$ cat src/rtl/imgsum_pkg.sv
package imgsum_pkg;
    typedef enum logic [1:0] {
        TAG_PROG = 2'd0,
        TAG_CFG  = 2'd1,
        TAG_UID  = 2'd2,
        TAG_NONE = 2'd3
    } word_tag_e;

    typedef enum logic [1:0] {
        ST_IDLE  = 2'd0,
        ST_ACCUM = 2'd1,
        ST_DONE  = 2'd2
    } ctrl_state_e;
endpackage

$ cat src/rtl/imgsum_ctrl.sv
module imgsum_ctrl
    import imgsum_pkg::*;
(
    input  logic clk,
    input  logic rst_n,
    input  logic start_i,
    input  logic in_valid_i,
    input  logic in_last_i,
    output logic take_o,
    output logic finish_o,
    output logic done_o
);
    ctrl_state_e state_q, state_nx;

    // State register
    always_ff @(posedge clk or negedge rst_n) begin
        if (!rst_n) state_q <= ST_IDLE;
        else        state_q <= state_nx;
    end

    // Transitions
    always_comb begin
        state_nx = state_q;
        unique case (state_q)
            ST_IDLE:  if (start_i) state_nx = ST_ACCUM;
            ST_ACCUM: begin
                if (start_i)                       state_nx = ST_ACCUM;
                else if (in_valid_i && in_last_i)  state_nx = ST_DONE;
            end
            ST_DONE:  state_nx = start_i ? ST_ACCUM : ST_IDLE;
            default:  state_nx = ST_IDLE;
        endcase
    end

    // Outputs
    always_comb begin
        take_o   = (state_q == ST_ACCUM) && in_valid_i && !start_i;
        finish_o = take_o && in_last_i;
        done_o   = (state_q == ST_DONE);
    end
endmodule

$ cat src/rtl/imgsum_accum.sv
module imgsum_accum
    import imgsum_pkg::*;
#(
    parameter int                 WORD_W   = 14,
    parameter int                 SUM_W    = 16,
    parameter logic [WORD_W-1:0]  CFG_MASK = 14'h31FF,
    parameter int                 ID_COUNT = 4,
    parameter int                 NIB_W    = 4
) (
    input  logic              clk,
    input  logic              rst_n,
    input  logic              clear_i,
    input  logic              protect_i,
    input  logic              take_i,
    input  logic              finish_i,
    input  logic [1:0]        tag_i,
    input  logic [WORD_W-1:0] data_i,
    output logic [SUM_W-1:0]  sum_o
);
    localparam int PACK_W = ID_COUNT * NIB_W;
    localparam int CNT_W  = $clog2(ID_COUNT + 1);

    word_tag_e           tag_e;
    logic [SUM_W-1:0]    prog_q, prog_nx;
    logic [SUM_W-1:0]    cfg_q, cfg_nx;
    logic [PACK_W-1:0]   uid_q, uid_nx;
    logic [CNT_W-1:0]    id_cnt_q;
    logic                prot_q;
    logic [SUM_W-1:0]    result;
    logic                uid_hit;

    assign tag_e   = word_tag_e'(tag_i);
    assign uid_hit = take_i && (tag_e == TAG_UID) && (id_cnt_q < CNT_W'(ID_COUNT));

    always_comb begin
        prog_nx = prog_q;
        cfg_nx  = cfg_q;
        if (take_i && tag_e == TAG_PROG) prog_nx = prog_q + SUM_W'(data_i);
        if (take_i && tag_e == TAG_CFG)  cfg_nx  = cfg_q + SUM_W'(data_i & CFG_MASK);
    end

    // One nibble slot per identifier; first identifier lands in the top slot
    for (genvar g = 0; g < ID_COUNT; g++) begin : g_slot
        assign uid_nx[g*NIB_W +: NIB_W] =
            (uid_hit && id_cnt_q == CNT_W'(ID_COUNT - 1 - g)) ?
            data_i[NIB_W-1:0] : uid_q[g*NIB_W +: NIB_W];
    end

    assign result = (prot_q ? SUM_W'(uid_nx) : prog_nx) + cfg_nx;

    always_ff @(posedge clk or negedge rst_n) begin
        if (!rst_n) begin
            prog_q   <= '0;
            cfg_q    <= '0;
            uid_q    <= '0;
            id_cnt_q <= '0;
            prot_q   <= 1'b0;
            sum_o    <= '0;
        end else if (clear_i) begin
            prog_q   <= '0;
            cfg_q    <= '0;
            uid_q    <= '0;
            id_cnt_q <= '0;
            prot_q   <= protect_i;
            sum_o    <= '0;
        end else begin
            prog_q <= prog_nx;
            cfg_q  <= cfg_nx;
            uid_q  <= uid_nx;
            if (uid_hit) id_cnt_q <= id_cnt_q + 1'b1;
            if (finish_i) sum_o <= result;
        end
    end
endmodule

$ cat src/rtl/imgsum_unit.sv
module imgsum_unit
    import imgsum_pkg::*;
#(
    parameter int                 WORD_W   = 14,
    parameter int                 SUM_W    = 16,
    parameter logic [WORD_W-1:0]  CFG_MASK = 14'h31FF,
    parameter int                 ID_COUNT = 4,
    parameter int                 NIB_W    = 4
) (
    input  logic              clk,
    input  logic              rst_n,
    input  logic              start_i,
    input  logic              protect_i,
    input  logic              in_valid_i,
    input  logic [1:0]        in_tag_i,
    input  logic [WORD_W-1:0] in_data_i,
    input  logic              in_last_i,
    output logic [SUM_W-1:0]  sum_o,
    output logic              done_o
);
    logic take, finish;

    imgsum_ctrl u_ctrl (
        .clk        (clk),
        .rst_n      (rst_n),
        .start_i    (start_i),
        .in_valid_i (in_valid_i),
        .in_last_i  (in_last_i),
        .take_o     (take),
        .finish_o   (finish),
        .done_o     (done_o)
    );

    imgsum_accum #(
        .WORD_W   (WORD_W),
        .SUM_W    (SUM_W),
        .CFG_MASK (CFG_MASK),
        .ID_COUNT (ID_COUNT),
        .NIB_W    (NIB_W)
    ) u_accum (
        .clk       (clk),
        .rst_n     (rst_n),
        .clear_i   (start_i),
        .protect_i (protect_i),
        .take_i    (take),
        .finish_i  (finish),
        .tag_i     (in_tag_i),
        .data_i    (in_data_i),
        .sum_o     (sum_o)
    );
endmodule

$ cat config.mk
export PLATFORM = sky130hd
export DESIGN_NAME = imgsum_unit
export DESIGN_NICKNAME = d
export VERILOG_FILES = /design/src/rtl/imgsum_pkg.sv /design/src/rtl/imgsum_ctrl.sv /design/src/rtl/imgsum_accum.sv /design/src/rtl/imgsum_unit.sv
export SDC_FILE = /design/constraint.sdc
export NUM_CORES = 1
export LEC_CHECK = 0
export BUFFER_PORTS_ARGS = -buffer_cell sky130_fd_sc_hd__buf_2
export CORE_MARGIN = 2
export CORE_UTILIZATION = 55
export CTS_CLUSTER_DIAMETER = 60
export DETAILED_ROUTE_END_ITERATION = 8
export PLACE_DENSITY = 0.77
export SKIP_LAST_GASP = 1
export SYNTH_ARGS = -nofsm -noshare
export SYNTH_HDL_FRONTEND = slang
export SYNTH_HIERARCHICAL = 1
export SYNTH_SLANG_ARGS = --single-unit
$ cat constraint.sdc
create_clock -name clk -period 3.7 [get_ports clk]
set_input_delay 0.555 -clock clk [delete_from_list [all_inputs] [get_ports clk]]
set_output_delay 0.555 -clock clk [all_outputs]
set_load 0.005 [all_outputs]
==> impl_metrics.json, run 1 <==
{
  "status": "finished with violations",
  "violations": "setup timing",
  "utilization": 0.742,
  "clockBufferDepth": 2,
  "switching_share": 0.274,
  "first_pass_iters": 5,
  "critPathSlowestCell": "dfrtp_1",
  "worst_pin_slew_ps": 936,
  "grt_util_all_layers": 0.303,
  "preCtsSetupSlack_ps": -616,
  "cts_root_buf": "clkbuf_8",
  "crit_chain": "ha_4 -> inv_2 -> fa_2 -> and2b_2 -> o21ai_2 -> a21oi_2 -> o21ai_2 -> a21oi_2 -> xor2_1 -> mux2i_1 -> mux2i_1 -> ha_1 -> nand3_1 -> nand2_2 -> a31oi_4 -> nand2_2 -> a311oi_4 -> xnor2_2 -> nor3_1 -> a221o_1",
  "critical_path_class": "register to register",
  "yosysMostFrequentCell": "nor2_1",
  "peakVddDrop_uv": 220,
  "final.min_clock_period_ps": 4010,
  "path_clk_slew_ps": 90,
  "final_area_sq_um": 6790,
  "die_y_microns": 101,
  "finalHoldViolCount": 0,
  "synth_edf_count": 0,
  "clock_skew_ps": 16.0,
  "fin_ws_ps": -310,
  "fp.dieArea_sq_um": 10100,
  "cp-end-kind": "register",
  "nets": 789,
  "worstSetupStartpointType": "register",
  "route.detailed.drc": 0,
  "min_path_type": "primary input to asynchronous set/reset pin",
  "crit_fanout": 4,
  "grt_max_degree": 74,
  "intPower_mw": 1.38,
  "cp.required_ps": 3940,
  "slew_viol_final": 0,
  "regArea_sq_um": 1750,
  "hold_buffers": 0,
  "synthCells": 561,
  "power_frac_comb": 0.176,
  "p_clk_frac": 0.407,
  "nFillCells": 627,
  "vias": 4966,
  "drv_cap": 0,
  "std_cell_rows": 35,
  "port_buffers": 38,
  "mappedNetlistArea_sq_um": 5140,
  "slew_headroom": 0.376,
  "coreArea_sq_um": 9150,
  "seqPwrFrac": 0.418,
  "grt_pass1_wl_microns": 23900,
  "synth_nets": 631,
  "r2r-start": "u_accum/prog_q[0]",
  "synth_common_cells": "nor2_1 (72), dfrtp_1 (70), ha_1 (45)",
  "netlist_top_cells_area": "dfrtp_1 (34%), ha_1 (11%), mux2i_1 (7.8%)",
  "num_antenna_cells": 0,
  "grt_pass1_vias": 4946,
  "cts_buffers": 9,
  "place_area_sq_um": 6300,
  "reg2reg_depth": 20,
  "ys_types": 70,
  "cp-startpoint": "u_accum/prog_q[0]",
  "cts_tree": "yes",
  "hpwlAfterDp_microns": 11000,
  "worstSkewPairLatency_ps": 360,
  "synth_top_area_share": 0.341,
  "rsz0062_at_grt": "true",
  "die_w_microns": 101,
  "syn2layout_area_growth_pct": 32.2,
  "worst-path-buf-inv": 1,
  "drt-total-wl_microns": 15300,
  "post_drt_via_cell_ratio": 5.95,
  "ys_warn_count": 6,
  "static-leakage-power_nw": 3.46,
  "clock_sinks": 70,
  "synthArstFlopShare": 1.00,
  "wl_per_cell_microns": 18.4,
  "synth.avg_cell_area_sq_um": 9.16,
  "ant_nets": 0,
  "ioPinCount": 39,
  "r2r_setup_slack_ps": -310,
  "antenna_found_initial": 0,
  "fin_crit_sh": 1.08,
  "critPathTopFamily": "compound AO/OA/AOI/OAI gates",
  "setup_violations": 8,
  "ys.flop_type": "dfrtp_1",
  "seq_area_frac_synth": 0.341,
  "r2r-end": "u_accum/sum_o[15]",
  "worst_path_largest_cell_delay_ps": 420,
  "fmax_mhz": 249,
  "overflow": 0,
  "synth-seq-cells": 70,
  "htree_levels": 3,
  "synth_top_cell_by_area": "dfrtp_1",
  "multi_input_area_sq_um": 3440,
  "power_switching_mw": 0.520,
  "worstPathArrival_ps": 4250,
  "drtIter0Drc": 333,
  "p_per_area_nw_per_um2": 279,
  "initial_core_util": 0.561,
  "drive_gt1_frac": 0.341,
  "place.gp.congestion": 0.967
}
[how the worst max path moves through the flow]
stage	end	cells after the start
2_1_floorplan	u_accum/sum_o[15]	19
3_3_place_gp	u_accum/sum_o[15]	21
3_5_place_dp	u_accum/sum_o[15]	21
4_1_cts	u_accum/sum_o[15]	20
5_1_grt	u_accum/sum_o[15]	20
6_report	u_accum/sum_o[15]	20
[flip-flops by register name, summed over array words and instances (netlist names)]
name              count
u_accum/cfg_q        16
u_accum/id_cnt_q      3
u_accum/prog_q       16
u_accum/prot_q        1
u_accum/sum_o        16
u_accum/uid_q        16
u_ctrl/state_q        2
[power groups by stage]
stage                     Clock (mW)  Sequential, mW  Combinational, mW
final                          0.771           0.793              0.333
after global placement             0           0.806              0.299
after global routing           0.813           0.794              0.362
after CTS                      0.777           0.792              0.318
after floorplan                    0           0.800              0.176
after detailed placement           0           0.807              0.310
[layout by cell type (no fill, tap or decap), types with 5 or more instances in the layout]
cell type  Yosys  routed
a211oi_1      10       6
a211oi_2       3       7
a21o_1        10      10
a21oi_1       41      30
a21oi_2        0      11
buf_2          0      38
buf_4          2     128
clkbuf_8       0       9
dfrtp_1       70      70
ha_1          45      43
inv_1         15      14
mux2i_1       40      37
nand2_1       39      35
nand2_2        1       5
nand3_1        8       8
nor2_1        72      72
nor2b_1       23      21
nor3_1        16      15
o211ai_1       6       6
o21ai_1       24      21
xnor2_1       20      20
xor2_1        11      10
[what timing repair did]
| item | in CTS | in global routing |
|---|---|---|
| setup buffers | 5 | 9 |
| pin swaps | 15 | 14 |
| resized for setup | 7 | 25 |
| endpoints found under the setup margin | 6 | 8 |
[through the flow]
stage / setup TNS, ps / cells / power (mW) / hold slack [ps]
after global placement: -1850 / 805 / 1.10 / 455
after CTS: -287 / 826 / 1.89 / 364
after global routing: -2360 / 835 / 1.97 / 411
after floorplan: -93.3 / 561 / 0.976 / 259
final: -1100 / 835 / 1.90 / 335
after detailed placement: -2870 / 805 / 1.12 / 473
[per-layer routing]
metal | GRT usage | share of wire
met5 | 0 | 0
met4 | 0.126 | 0.034
met3 | 0.0395 | 0.056
met2 | 0.521 | 0.50
met1 | 0.386 | 0.41
[logic make-up after synthesis]
logic type	count (synthesis)	share of synthesized area
adders and majority gates	48	0.121
AOI/OAI and AO/OA	128	0.163
buffers and inverters	35	0.0285
muxes	44	0.0875
xor gates and xnor gates	32	0.0560
DFF	70	0.341
and+or+nand+nor	204	0.202
[area by class of cell]
| cell class | count | area share |
|---|---|---|
| Clock buffer | 9 | 0.0182 |
| Clock inverter | 7 | 0.0177 |
| Inverter | 15 | 0.00829 |
| Multi-Input combinational cell | 456 | 0.506 |
| Sequential cell | 70 | 0.258 |
| Tap cell | 111 | 0.0205 |
| Timing Repair Buffer | 167 | 0.171 |
No activity file was read; power rests on OpenSTA's default activity.
==> run 2: changes to the inputs <==
PLACE_DENSITY = 0.74   (was 0.77)
clock period = 4.5 ns   (was 3.7 ns; I/O delays follow)
==> impl_metrics.json, run 2 (synthesis results as in run 1) <==
{
  "layout_commonest_cell": "nor2_1",
  "clockBufferDepth": 2,
  "std_cell_rows": 35,
  "path_clk_slew_ps": 80,
  "power_frac_comb": 0.143,
  "static-leakage-power_nw": 2.93,
  "switching_share": 0.255,
  "hold_buffers": 0,
  "peakVddDrop_uv": 158,
  "cts_tree": "yes",
  "crit_fanout": 4,
  "worstSkewPairLatency_ps": 350,
  "utilization": 0.633,
  "die_y_microns": 101,
  "slew_viol_final": 0,
  "syn2layout_area_growth_pct": 12.7,
  "final_area_sq_um": 5790,
  "setup_violations": 0,
  "grt_util_all_layers": 0.264,
  "place.gp.congestion": 0.926,
  "slew_headroom": 0.329,
  "port_buffers": 38,
  "antenna_found_initial": 0,
  "fmax_mhz": 236,
  "finalHoldViolCount": 0,
  "clock_sinks": 70,
  "critical_path_class": "primary input to register",
  "drtIter0Drc": 242,
  "wl_per_cell_microns": 17.2,
  "post_drt_via_cell_ratio": 5.92,
  "drv_cap": 0,
  "worst_pin_slew_ps": 1010,
  "cts_root_buf": "clkbuf_8",
  "drive_gt1_frac": 0.154,
  "grt_pass1_vias": 4326,
  "status": "finished, final reports clean",
  "post-place-cells": 711,
  "p_clk_frac": 0.425,
  "intPower_mw": 1.12,
  "coreArea_sq_um": 9150,
  "fin_tns_setup_ps": 0,
  "clock_skew_ps": 11.2,
  "power_mw": 1.51,
  "route.detailed.drc": 0,
  "cp.required_ps": 4730,
  "die_w_microns": 101,
  "p_per_area_nw_per_um2": 261,
  "ioPinCount": 39,
  "worstPathArrival_ps": 4460,
  "cp-end-kind": "register",
  "rsz0062_at_grt": "false",
  "mostFrequentLayoutCells": "nor2_1 (72), dfrtp_1 (70), ha_1 (45)",
  "grt_max_degree": 74,
  "worstSetupStartpointType": "primary input",
  "drt-total-wl_microns": 12500,
  "nFillCells": 732,
  "num_antenna_cells": 0,
  "first_pass_iters": 5,
  "hpwlAfterDp_microns": 9480,
  "postCtsSetupBuffers": 0,
  "min_path_type": "register to register",
  "initial_core_util": 0.561,
  "vias": 4307,
  "place_area_sq_um": 5540,
  "htree_levels": 3,
  "final_cells": 727,
  "final.min_clock_period_ps": 4230,
  "overflow": 0,
  "power_switching_mw": 0.384,
  "nets": 681,
  "fp.dieArea_sq_um": 10100,
  "cts-resized-gates": 0,
  "ant_nets": 0,
  "cts_buffers": 9,
  "seqPwrFrac": 0.431,
  "fin_crit_sh": 0.940,
  "grt_pass1_wl_microns": 20900
}
## run 2: cell count changes in the layout (fill, tap and decap cells not counted), sizes merged
cell      previous run  this run
clkinv               2         0
clkinvlp             1         0
buf                167        59
inv                 16        15
clkbuf               9        13
## run 2: cell type report
type | count | area (sq um) | area share
inverter | 15 | 56.3 | 0.00972
sequential | 70 | 1750 | 0.303
multi-input combinational | 456 | 3250 | 0.561
clock inverter | 3 | 90.1 | 0.0156
timing repair buffer | 59 | 348 | 0.0601
tap | 111 | 139 | 0.0240
clock buffer | 13 | 159 | 0.0274
## run 2: layer usage
metal  part of all wire  vias up  wire length [microns]  GRT usage
met5                  0        -                      0          0
met4              0.029        0                    366      0.107
met3              0.036       27                    453     0.0347
met2               0.47      112                   5910      0.421
met1               0.46     2078                   5770      0.365
li1                   -     2090                      -          -
## run 2: worst max-delay path, cell delays in order
cell      delay, ps
buf_2           120
ha_1            160
inv_1            50
fa_1            380
and2b_1         220
o21ai_1         100
a21oi_2         200
o21ai_1          90
a21oi_1         240
xor2_1          180
mux2i_1         110
mux2i_1         250
ha_1            330
and3_1          190
a31oi_1         210
nand2_1         110
a311oi_2        360
xnor2_2         160
nor3_1           60
a221o_1         260
## run 2: final timing paths
check / from / cells after the start / slack [ps] / end
setup / recovery: in_data_i[0] / 20 / 270 / u_accum/sum_o[15]
hold / removal: u_ctrl/state_q[1] / 1 / 470 / u_ctrl/state_q[0]
setup reg to reg: u_accum/cfg_q[0] / 17 / 350 / u_accum/sum_o[15]
hold reg to reg: u_ctrl/state_q[1] / 1 / 470 / u_ctrl/state_q[0]
max in group asynchronous: rst_n / 2 / 3060 / u_accum/uid_q[9]
min in group asynchronous: rst_n / 1 / 500 / u_accum/sum_o[13]
## run 2: power groups by stage
stage / sequential [mW] / combinational [mW] / clock [mW]
detailed placement: 0.663 / 0.213 / 0
finish: 0.651 / 0.216 / 0.642
global route: 0.653 / 0.240 / 0.674
global placement: 0.662 / 0.207 / 0
floorplan: 0.658 / 0.142 / 0
CTS: 0.651 / 0.215 / 0.654
## run 2: stage by stage
stage	hold WS [ps]	setup slack (ps)
after floorplan	379	413
after global placement	437	77.0
after detailed placement	464	-57.6
after CTS	475	308
after global routing	516	66.3
final	475	270
==> run 3: changes to the inputs <==
==> constraint.sdc (replaced) <==
create_clock -name clk -period 5.1 [get_ports clk]
set_input_delay 0.51 -clock clk [delete_from_list [all_inputs] [get_ports clk]]
set_output_delay 0.51 -clock clk [all_outputs]
set_load 0.005 [all_outputs]
==> impl_metrics.json, run 3 (synthesis results as in run 1) <==
{
  "r2r-start": "u_accum/prog_q[0]",
  "antenna_found_initial": 0,
  "p_per_area_nw_per_um2": 228,
  "cts_buffers": 9,
  "syn2layout_area_growth_pct": 10.2,
  "first_pass_iters": 4,
  "grt_util_all_layers": 0.256,
  "die_w_microns": 101,
  "fmax_mhz": 230,
  "rsz0062_at_grt": "false",
  "reg2reg_depth": 19,
  "grt_pass1_vias": 4015,
  "regArea_sq_um": 1750,
  "critPathSlowestCell": "fa_1",
  "worstPathArrival_ps": 4590,
  "p_clk_frac": 0.413,
  "wl_per_cell_microns": 17.4,
  "power_frac_comb": 0.143,
  "worstSetupStartpointType": "register",
  "std_cell_rows": 35,
  "grt_max_degree": 74,
  "setup_violations": 0,
  "intPower_mw": 0.950,
  "worst_path_largest_cell_delay_ps": 380,
  "coreArea_sq_um": 9150,
  "ioPinCount": 39,
  "initial_core_util": 0.561,
  "die_y_microns": 101,
  "status": "finished, final reports clean",
  "multi_input_area_sq_um": 3240,
  "min_path_type": "primary input to asynchronous set/reset pin",
  "drt-total-wl_microns": 12400,
  "cts_tree": "yes",
  "route.detailed.drc": 0,
  "r2r-end": "u_accum/sum_o[15]",
  "hpwlAfterDp_microns": 9170,
  "cts-resized-gates": 0,
  "r2r_setup_slack_ps": 750,
  "fin_tns_setup_ps": 0,
  "preCtsSetupSlack_ps": 500,
  "static-leakage-power_nw": 2.85,
  "ant_nets": 0,
  "postCtsSetupBuffers": 0,
  "drtIter0Drc": 276,
  "setup.worst_path.end": "u_accum/sum_o[15]",
  "cp.required_ps": 5340,
  "finalHoldViolCount": 0,
  "layout_commonest_cell": "nor2_1",
  "cts_root_buf": "clkbuf_8",
  "crit_chain": "ha_1 -> inv_1 -> fa_1 -> and2b_1 -> o21ai_1 -> a21oi_1 -> o21ai_1 -> a21oi_1 -> xor2_1 -> mux2i_1 -> mux2i_1 -> ha_1 -> and3_1 -> a31oi_1 -> nand2_1 -> a311oi_2 -> xnor2_2 -> nor3_1 -> a221o_1",
  "cp-startpoint": "u_accum/prog_q[0]",
  "seqPwrFrac": 0.444,
  "worst_pin_slew_ps": 913,
  "nFillCells": 800,
  "critical_path_class": "register to register",
  "htree_levels": 3,
  "clockBufferDepth": 2,
  "slew_headroom": 0.391,
  "num_antenna_cells": 0,
  "clock_sinks": 70,
  "path_clk_slew_ps": 80,
  "mostFrequentLayoutCells": "nor2_1 (72), dfrtp_1 (70), ha_1 (45)",
  "nets": 666,
  "switching_share": 0.264,
  "place.gp.congestion": 0.915,
  "cp-end-kind": "register",
  "fin_ws_ps": 746,
  "overflow": 0,
  "peakVddDrop_uv": 157,
  "power_switching_mw": 0.340,
  "clock_skew_ps": 8.54,
  "vias": 4253,
  "final.min_clock_period_ps": 4350,
  "crit_fanout": 6,
  "post_drt_via_cell_ratio": 5.97,
  "worstSkewPairLatency_ps": 350,
  "slew_viol_final": 0,
  "grt_pass1_wl_microns": 20100,
  "hold_buffers": 0,
  "fp.dieArea_sq_um": 10100,
  "fin_crit_sh": 0.854,
  "drive_gt1_frac": 0.133,
  "port_buffers": 38,
  "drv_cap": 0
}
==> run 3: cell count changes in the layout (fill, tap and decap cells not counted) <==
cell / before / now
a21oi_1: 40 / 41
a21oi_2: 1 / 0
buf_4: 21 / 6
bufinv_16: 3 / 2
clkbuf_1: 2 / 1
clkbuf_8: 11 / 12
clkinv_2: 0 / 1
==> run 3: layer usage <==
metal | part of all wire | GRT usage | up-vias
met3 | 0.047 | 0.0333 | 11
met2 | 0.47 | 0.402 | 114
met5 | 0 | 0 | -
met1 | 0.47 | 0.364 | 2053
met4 | 0.012 | 0.0938 | 0
li1 | - | - | 2075
==> run 3: worst max-delay path: cells and delay by family, from the launching register on <==
| kind | cells | cell delay (ps) |
|---|---|---|
| DFF | 1 | 350 |
| muxes | 2 | 380 |
| xor gates and xnor gates | 2 | 260 |
| buffers and inverters | 1 | 70 |
| and+or+nand+nor | 4 | 640 |
| AOI/OAI and AO/OA | 7 | 1520 |
| adders and majority gates | 3 | 980 |
==> run 3: through the flow <==
step	util	hold WS, ps	cells	area, sq um	power [mW]
2_1_floorplan	-	214	561	5140	0.706
3_3_place_gp	0.593	443	696	5430	0.760
3_5_place_dp	0.593	448	696	5430	0.766
4_1_cts	0.618	383	712	5660	1.30
5_1_grt	0.618	396	712	5660	1.35
6_report	0.618	350	712	5660	1.29
==> run 3: how the worst min path moves through the flow <==
| stage | start | slack, ps | end | cells past startpoint |
|---|---|---|---|---|
| 2_1_floorplan | rst_n | 210 | u_accum/cfg_q[0] | 0 |
| 3_3_place_gp | u_ctrl/state_q[1] | 440 | u_ctrl/state_q[0] | 1 |
| 3_5_place_dp | u_ctrl/state_q[1] | 450 | u_ctrl/state_q[0] | 1 |
| 4_1_cts | in_last_i | 380 | u_ctrl/state_q[1] | 2 |
| 5_1_grt | protect_i | 400 | u_accum/prot_q | 2 |
| 6_report | rst_n | 350 | u_ctrl/state_q[1] | 2 |
==> run 3: power by group through the flow <==
stage	Combinational, mW	Clock (mW)	Sequential [mW]
final	0.184	0.533	0.573
after global routing	0.204	0.567	0.574
after CTS	0.184	0.540	0.573
after detailed placement	0.183	0	0.584
after global placement	0.177	0	0.583
after floorplan	0.125	0	0.580
==> run 3: cell type report <==
| type | instances | share of cell area |
|---|---|---|
| clock inverter | 3 | 0.0115 |
| clock buffer | 13 | 0.0298 |
| inverter | 15 | 0.00995 |
| sequential | 70 | 0.310 |
| tap | 111 | 0.0245 |
| multi-input combinational | 456 | 0.573 |
| timing repair buffer | 44 | 0.0416 |
